[src/rtl/wdog_pkg.sv]
// Package: shared sizing for the watchdog timer.
// Assumes the count is split into an upper reload byte and a lower byte.
package wdog_pkg;
    localparam int CNT_W_DEF = 16;   // count width
    localparam int RLD_W_DEF = 8;    // reload field width (count's upper part)
    localparam int PRE_W_DEF = 7;    // prescaler width, slow rate = 2**PRE_W

    // Bit positions in the low part of the control register
    localparam int CTL_SLOW_BIT = 0;
    localparam int CTL_FLAG_BIT = 1;
endpackage

[src/rtl/wdog_prescaler.sv]
// Module: wdog_prescaler
// Free-running divider. It makes a one-cycle tick every 2 clocks (slow_sel=0)
// or every 2**PRE_W clocks (slow_sel=1). A service restarts it from zero.
// Assumes synchronous active-low reset and PRE_W >= 2.
module wdog_prescaler #(
    parameter int PRE_W = wdog_pkg::PRE_W_DEF
) (
    input  logic clk,
    input  logic rst_n,
    input  logic clr,
    input  logic slow_sel,
    output logic tick
);
    logic [PRE_W-1:0] pre_q;

    // Divider register: count up each clock, restart on clear or reset.
    always_ff @(posedge clk) begin
        if (!rst_n || clr) pre_q <= '0;
        else               pre_q <= pre_q + 1'b1;
    end

    // Tick select: odd value for the fast rate, terminal value for the slow rate.
    always_comb begin
        tick = slow_sel ? (pre_q == {PRE_W{1'b1}}) : pre_q[0];
    end

    // Ticks are never back to back at either rate.
    p_tick_gap_r2: assert property (@(posedge clk) disable iff (!rst_n)
        tick |=> !tick);
    // A slow tick comes only after a full run of the divider.
    p_slow_gap_r3: assert property (@(posedge clk) disable iff (!rst_n)
        (slow_sel && tick && !clr) |=> (pre_q == '0));
endmodule

[src/rtl/wdog_counter.sv]
// Module: wdog_counter
// The watchdog count. It steps on a prescaler tick while running and loads
// reload×2**(CNT_W-RLD_W) on service. On a step past the maximum it flags an
// overflow event and registers a one-cycle reset request.
// Assumes a service takes priority over a tick in the same cycle.
module wdog_counter #(
    parameter int CNT_W = wdog_pkg::CNT_W_DEF,
    parameter int RLD_W = wdog_pkg::RLD_W_DEF
) (
    input  logic             clk,
    input  logic             rst_n,
    input  logic             tick,
    input  logic             run,
    input  logic             svc,
    input  logic [RLD_W-1:0] reload,
    output logic [CNT_W-1:0] cnt,
    output logic             ovf_evt,
    output logic             rst_req
);
    localparam int LOW_W = CNT_W - RLD_W;

    logic [CNT_W-1:0] cnt_q;
    logic             req_q;

    // Overflow event: an unserviced step taken from the maximum count.
    always_comb begin
        ovf_evt = tick && run && !svc && (cnt_q == {CNT_W{1'b1}});
    end

    // Count register: service load first, then a step on tick while running.
    always_ff @(posedge clk) begin
        if (!rst_n)            cnt_q <= '0;
        else if (svc)          cnt_q <= {reload, {LOW_W{1'b0}}};
        else if (tick && run)  cnt_q <= cnt_q + 1'b1;
    end

    // Reset request: a one-cycle pulse following the overflow event.
    always_ff @(posedge clk) begin
        if (!rst_n) req_q <= 1'b0;
        else        req_q <= ovf_evt;
    end

    assign cnt     = cnt_q;
    assign rst_req = req_q;

    // The request lasts exactly one cycle.
    p_pulse_once_r4: assert property (@(posedge clk) disable iff (!rst_n)
        req_q |=> !req_q);
    // The request coincides with the wrapped count.
    p_wrap_r4: assert property (@(posedge clk) disable iff (!rst_n)
        req_q |-> (cnt_q == '0));
    // A service loads the reload value into the upper part.
    p_svc_load_r5: assert property (@(posedge clk) disable iff (!rst_n)
        svc |=> (cnt_q == {$past(reload), {LOW_W{1'b0}}}));
    // A stopped timer holds its count unless serviced.
    p_hold_r6: assert property (@(posedge clk) disable iff (!rst_n)
        (!run && !svc) |=> $stable(cnt_q));
endmodule

[src/rtl/wdog_ctrl.sv]
// Module: wdog_ctrl
// Control register (reload field and rate select), the sticky reset
// indication flag, and the run/lockout state that decides whether a disable
// strobe is honoured. The flag has its own power-on reset, so a system reset
// leaves it intact.
// Assumes single-cycle strobes and synchronous active-low resets.
module wdog_ctrl #(
    parameter int CNT_W = wdog_pkg::CNT_W_DEF,
    parameter int RLD_W = wdog_pkg::RLD_W_DEF
) (
    input  logic             clk,
    input  logic             rst_n,
    input  logic             por_n,
    input  logic             svc,
    input  logic             dis,
    input  logic             einit,
    input  logic             we,
    input  logic [CNT_W-1:0] wdata,
    input  logic             ovf_evt,
    output logic [CNT_W-1:0] rdata,
    output logic [RLD_W-1:0] reload,
    output logic             slow_sel,
    output logic             run
);
    localparam int LOW_W  = CNT_W - RLD_W;
    localparam int SLOW_B = wdog_pkg::CTL_SLOW_BIT;
    localparam int FLAG_B = wdog_pkg::CTL_FLAG_BIT;

    logic [RLD_W-1:0] reload_q;
    logic             slow_q;
    logic             flag_q;
    logic             win_q;
    logic             run_q;

    // Writable fields: reload value and rate select.
    always_ff @(posedge clk) begin
        if (!rst_n) begin
            reload_q <= '0;
            slow_q   <= 1'b0;
        end else if (we) begin
            reload_q <= wdata[CNT_W-1:LOW_W];
            slow_q   <= wdata[SLOW_B];
        end
    end

    // Sticky flag: set on overflow, cleared by service or power-on reset only.
    always_ff @(posedge clk) begin
        if (!por_n)       flag_q <= 1'b0;
        else if (ovf_evt) flag_q <= 1'b1;
        else if (svc)     flag_q <= 1'b0;
    end

    // Lockout window: open after reset, closed by service or end of init.
    always_ff @(posedge clk) begin
        if (!rst_n)             win_q <= 1'b1;
        else if (svc || einit)  win_q <= 1'b0;
    end

    // Run state: stopped only by a disable strobe inside the window, no service.
    always_ff @(posedge clk) begin
        if (!rst_n)                    run_q <= 1'b1;
        else if (dis && win_q && !svc) run_q <= 1'b0;
    end

    // Read value: reload field high, flag and rate select low, rest zero.
    always_comb begin
        rdata               = '0;
        rdata[CNT_W-1:LOW_W] = reload_q;
        rdata[FLAG_B]       = flag_q;
        rdata[SLOW_B]       = slow_q;
    end

    assign reload   = reload_q;
    assign slow_sel = slow_q;
    assign run      = run_q;

    // Once closed, the window stays closed until reset.
    p_win_closed_r7: assert property (@(posedge clk) disable iff (!rst_n)
        !win_q |=> !win_q);
    // A service in the same cycle as a disable keeps the timer running.
    p_svc_beats_dis_r8: assert property (@(posedge clk) disable iff (!rst_n)
        (svc && run_q) |=> run_q);
    // A write alone cannot change the flag.
    p_flag_wr_r9: assert property (@(posedge clk) disable iff (!por_n)
        (we && !svc && !ovf_evt) |=> (flag_q == $past(flag_q)));
endmodule

[src/rtl/wdog_timer.sv]
// Module: wdog_timer (top)
// Reloadable watchdog timer with a disable lockout. It ties together the
// prescaler, the count and the control/lockout logic. The idle input is
// accepted and ignored, so the timer keeps counting while the system idles.
// Assumes the system resets the block through rst_n after wdt_rst_o pulses.
module wdog_timer #(
    parameter int CNT_W = wdog_pkg::CNT_W_DEF,
    parameter int RLD_W = wdog_pkg::RLD_W_DEF,
    parameter int PRE_W = wdog_pkg::PRE_W_DEF
) (
    input  logic             clk,
    input  logic             rst_n,
    input  logic             por_n,
    input  logic             idle_i,
    input  logic             svc_i,
    input  logic             dis_i,
    input  logic             einit_i,
    input  logic             ctl_we,
    input  logic [CNT_W-1:0] ctl_wdata,
    output logic [CNT_W-1:0] ctl_rdata,
    output logic [CNT_W-1:0] cnt_o,
    output logic             wdt_rst_o
);
    logic             sys_rst_n;
    logic             tick;
    logic             run;
    logic             slow_sel;
    logic             ovf_evt;
    logic [RLD_W-1:0] reload;
    logic             idle_unused;

    // Either reset returns the non-sticky state to its post-reset values.
    always_comb begin
        sys_rst_n   = rst_n && por_n;
        idle_unused = idle_i;
    end

    wdog_prescaler #(.PRE_W(PRE_W)) u_pre (
        .clk      (clk),
        .rst_n    (sys_rst_n),
        .clr      (svc_i),
        .slow_sel (slow_sel),
        .tick     (tick)
    );

    wdog_counter #(.CNT_W(CNT_W), .RLD_W(RLD_W)) u_cnt (
        .clk     (clk),
        .rst_n   (sys_rst_n),
        .tick    (tick),
        .run     (run),
        .svc     (svc_i),
        .reload  (reload),
        .cnt     (cnt_o),
        .ovf_evt (ovf_evt),
        .rst_req (wdt_rst_o)
    );

    wdog_ctrl #(.CNT_W(CNT_W), .RLD_W(RLD_W)) u_ctl (
        .clk      (clk),
        .rst_n    (sys_rst_n),
        .por_n    (por_n),
        .svc      (svc_i),
        .dis      (dis_i),
        .einit    (einit_i),
        .we       (ctl_we),
        .wdata    (ctl_wdata),
        .ovf_evt  (ovf_evt),
        .rdata    (ctl_rdata),
        .reload   (reload),
        .slow_sel (slow_sel),
        .run      (run)
    );

    // A reset request is always accompanied by the set flag.
    p_flag_on_req_r4: assert property (@(posedge clk) disable iff (!sys_rst_n)
        wdt_rst_o |-> ctl_rdata[wdog_pkg::CTL_FLAG_BIT]);
    // Reset leaves the count at zero and no request pending.
    p_reset_state_r1: assert property (@(posedge clk) disable iff (!por_n)
        !rst_n |=> (cnt_o == '0 && !wdt_rst_o));
endmodule

[config.mk]
export PLATFORM = sky130hd
export DESIGN_NAME = wdog_timer
export DESIGN_NICKNAME = d
export VERILOG_FILES = /design/src/rtl/wdog_pkg.sv /design/src/rtl/wdog_prescaler.sv /design/src/rtl/wdog_counter.sv /design/src/rtl/wdog_ctrl.sv /design/src/rtl/wdog_timer.sv
export SDC_FILE = /design/constraint.sdc
export NUM_CORES = 1
export LEC_CHECK = 0
export BUFFER_PORTS_ARGS = -buffer_cell sky130_fd_sc_hd__buf_2
export CORE_MARGIN = 10
export CORE_UTILIZATION = 47
export CTS_BUF_LIST = sky130_fd_sc_hd__clkbuf_2 sky130_fd_sc_hd__clkbuf_4 sky130_fd_sc_hd__clkbuf_8
export CTS_CLUSTER_DIAMETER = 40
export DETAILED_ROUTE_END_ITERATION = 8
export PLACE_DENSITY = 0.78
export SLEW_MARGIN = 5
export SYNTH_ARGS = -nofsm -noshare
export SYNTH_HDL_FRONTEND = slang
export SYNTH_SLANG_ARGS = --single-unit
[constraint.sdc]
create_clock -name clk -period 1.84 [get_ports clk]
set_input_delay 0.092 -clock clk [delete_from_list [all_inputs] [get_ports clk]]
set_output_delay 0.092 -clock clk [all_outputs]
set_load 0.1 [all_outputs]
==> flow_metrics.py <==
metrics = {
    "worst_setup_path": {
        "cp_slowest_cell": "or4_1",
        "cp.required_ns": 2.12,
        "critPathCaptureType": "flop",
        "endpoint": "u_ctl.flag_q",
        "startpoint": "u_pre.pre_q[1]",
        "cp-start-kind": "flop",
        "reg2regPathDepth": 5,
        "r2r-end": "u_ctl.flag_q",
        "crit_path_cell_trace": "ha_1 -> nand3_2 -> o22a_4 -> or4_1 -> a21boi_1",
        "critPathArrivalTime_ns": 2.02,
        "cp_slowest_stage_delay_ns": 0.58,
        "crit_type": "reg2reg",
        "r2r-start": "u_pre.pre_q[1]",
        "rrSetupSlack_ns": 0.10,
        "cp_max_fo": 16,
    },
    "floorplan": {
        "die-area_um2": 6400,
        "ioPinCount": 57,
        "rows": 21,
        "initial_core_util_pct": 49.5,
        "fp.dieH_um": 80.0,
        "die_w_um": 80.0,
        "core_um2": 3420,
    },
    "route": {
        "drt-initial-drc-count": 90,
        "vias": 1635,
        "wl_per_cell_um": 14.2,
        "final_antenna_net_count": 0,
        "viasPerCell": 5.45,
        "first_pass_iters": 4,
        "drc": 0,
        "drt_wl_total_um": 4260,
    },
    "synthesis": {
        "synth_area_leaders": "dfxtp_1 43%, o21ai_0 5.6%, mux2i_1 5.3%",
        "syn-cell-area_um2": 1690,
        "seq_area_frac_synth_pct": 42.6,
        "syn_inst": 195,
        "yosys-top-cells-count": "36 x dfxtp_1, 19 x o21ai_0, 17 x nor2_1",
        "syn_avg_cell_area_um2": 8.67,
        "synthXorXnorAreaFrac_pct": 1.55,
        "ys_seq_elements": 36,
        "yosysMostFrequentCell": "dfxtp_1",
        "synth_edf_count": 0,
        "synth-compound-area-share_pct": 15.0,
        "muxShareOfSynthArea_pct": 5.33,
        "synth_area_leader_cell": "dfxtp_1",
        "yosysWarnings": 0,
        "synth_top_area_share_pct": 42.6,
        "synth_top_flop_cell": "dfxtp_1",
        "async_flop_share_pct": 0,
        "ys_types": 40,
        "yosys.area_share.simple_pct": 26.4,
        "synth_top_family_by_area": "simple AND/OR/NAND/NOR gates",
        "yosys.area_share.adder_pct": 1.48,
    },
    "placement": {
        "dp_cells": 281,
        "dpl.hpwl_um": 3080,
        "numPortBuffers": 42,
        "gp_congestion": 0.799,
    },
    "cts": {
        "cts_tree": "yes",
        "clockBufferDepth": 2,
        "htree_levels": 2,
        "cts_root_buf": "clkbuf_4",
        "post_cts_buffers": 0,
        "clock_latency_ns": 0.34,
        "cts.sinks": 36,
        "cts_made_buffers": 5,
        "clk_pin_slew_ns": 0.11,
    },
    "timing": {
        "final.setup_skew_ns": 0.0106,
        "fin_hold_ws_ns": 0.0612,
        "rsz0062_at_grt": "no",
        "setup_viol": 0,
        "finalMaxSlewViolations": 0,
        "fmaxAchievable_mhz": 576,
        "period_minus_slack_ns": 1.74,
        "finalSetupTns_ns": 0,
        "finalCritPeriodShare_pct": 94.3,
        "relSlewSlack_pct": 66.7,
        "hold_violations": 0,
        "worst_pin_slew_ns": 0.498,
    },
    "final_layout": {
        "antenna_cells": 0,
        "final_cells": 300,
        "drive_above_1_share_pct": 30.7,
        "final_nets": 279,
        "syn_to_final_growth_pct": 28.0,
    },
    "outcome": {
        "status": "completed",
    },
    "global_route": {
        "antenna_found_initial": 0,
        "grt_pass1_wl_um": 6890,
        "top_usage_layer": "met2",
        "grt_pass1_vias": 1532,
        "grt_start_max_net_pins": 18,
        "use_met1_pct": 15.0,
        "grt.met2_usage_pct": 19.8,
        "overflow": 0,
        "grt.total_usage_pct": 13.2,
        "grt_util_met3_pct": 7.09,
    },
    "power": {
        "p_per_area_nw_per_um2": 743,
        "p_leak_uw": 0.000889,
        "peakVddDrop_uv": 508,
    },
    "run": {
        "cap_violations": 0,
    },
    "min_path": {
        "min_path_type": "in2reg",
    },
}
cells in the final DEF (no fill, tap or decap), types with 3 or more instances in the layout:
| cell | instances |
|---|---|
| or3_1 | 8 |
| nor2_1 | 17 |
| conb_1 | 6 |
| clkbuf_4 | 5 |
| or4_1 | 6 |
| o21ai_0 | 19 |
| mux2i_1 | 9 |
| dfxtp_2 | 8 |
| nor3_1 | 4 |
| buf_2 | 42 |
| inv_1 | 3 |
| dlygate4sd3_1 | 11 |
| nand4_1 | 9 |
| dfxtp_1 | 22 |
| a31oi_1 | 3 |
| a21oi_1 | 11 |
| and3_1 | 3 |
| o31ai_1 | 4 |
| a211oi_1 | 3 |
| nand2_1 | 14 |
| dfxtp_4 | 6 |
| buf_4 | 10 |
| nand3_1 | 4 |
metal layers:
metal	part of all wire [%]	up-vias
li1	-	823
met3	10	9
met2	44	57
met5	0	-
met1	44	746
met4	1.5	0
power breakdown:
part           total, uW  switching [uW]  internal (uW)
Clock                543             266            277
Combinational        264             199           64.9
Sequential           800            13.9            786
area by class of cell:
cell class,instances,area (um^2)
Sequential cell,36,753
Timing Repair Buffer,63,395
Fill cell,303,1250
Tap cell,46,57.6
Clock buffer,5,37.5
Multi-Input combinational cell,144,871
Clock inverter,3,37.5
Inverter,3,11.3
kinds of logic (layout without fill, tap and decap cells):
group / Yosys count / in the layout
other: 1 / 6
and+or+nand+nor: 80 / 80
xor gates and xnor gates: 3 / 3
muxes: 9 / 9
DFF: 36 / 36
adders and majority gates: 2 / 2
buffers and inverters: 20 / 74
AOI/OAI and AO/OA: 44 / 44
how the worst min path moves through the flow:
stage               cells after the start           to    start
CTS                                     3    u_ctl.run    dis_i
floorplan                               1  u_ctl.win_q  einit_i
global route                            3    u_ctl.run    dis_i
detailed placement                      2  u_ctl.win_q  einit_i
global placement                        2  u_ctl.win_q  einit_i
finish                                  3    u_ctl.run    dis_i
sequential cells by signal (all words and copies together) (netlist names):
| signal | cells |
|---|---|
| u_ctl.reload | 8 |
| u_cnt.cnt | 16 |
| u_cnt.rst_req | 1 |
| u_ctl.flag_q | 1 |
| u_ctl.slow_sel | 1 |
| u_ctl.win_q | 1 |
| u_pre.pre_q | 7 |
| u_ctl.run | 1 |
per-stage QoR:
step                total power [uW]  util (%)  setup WS [ns]  cell area, um^2
global placement                1060      57.7          0.149             1970
finish                          1610      63.3          0.104             2160
floorplan                       1030         -        -0.0590             1740
detailed placement              1060      57.7          0.119             1970
CTS                             1620      63.1         0.0736             2160
global route                    1670      63.3         0.0196             2160
worst max-delay path, delay by kind of cell (launching register included):
| kind | cells | cell delay (ns) |
|---|---|---|
| compound gates | 2 | 0.41 |
| fa+ha+maj | 1 | 0.21 |
| simple gates | 2 | 0.69 |
| flops | 1 | 0.35 |
what timing repair did:
| action | in CTS | in global routing |
|---|---|---|
| hold buffers | 11 | 0 |
| gates resized for setup | 0 | 1 |
| endpoints found under the setup margin | 0 | 1 |
| hold endpoints to repair | 11 | 0 |
Note: power is estimated with default switching activity, not from simulation.
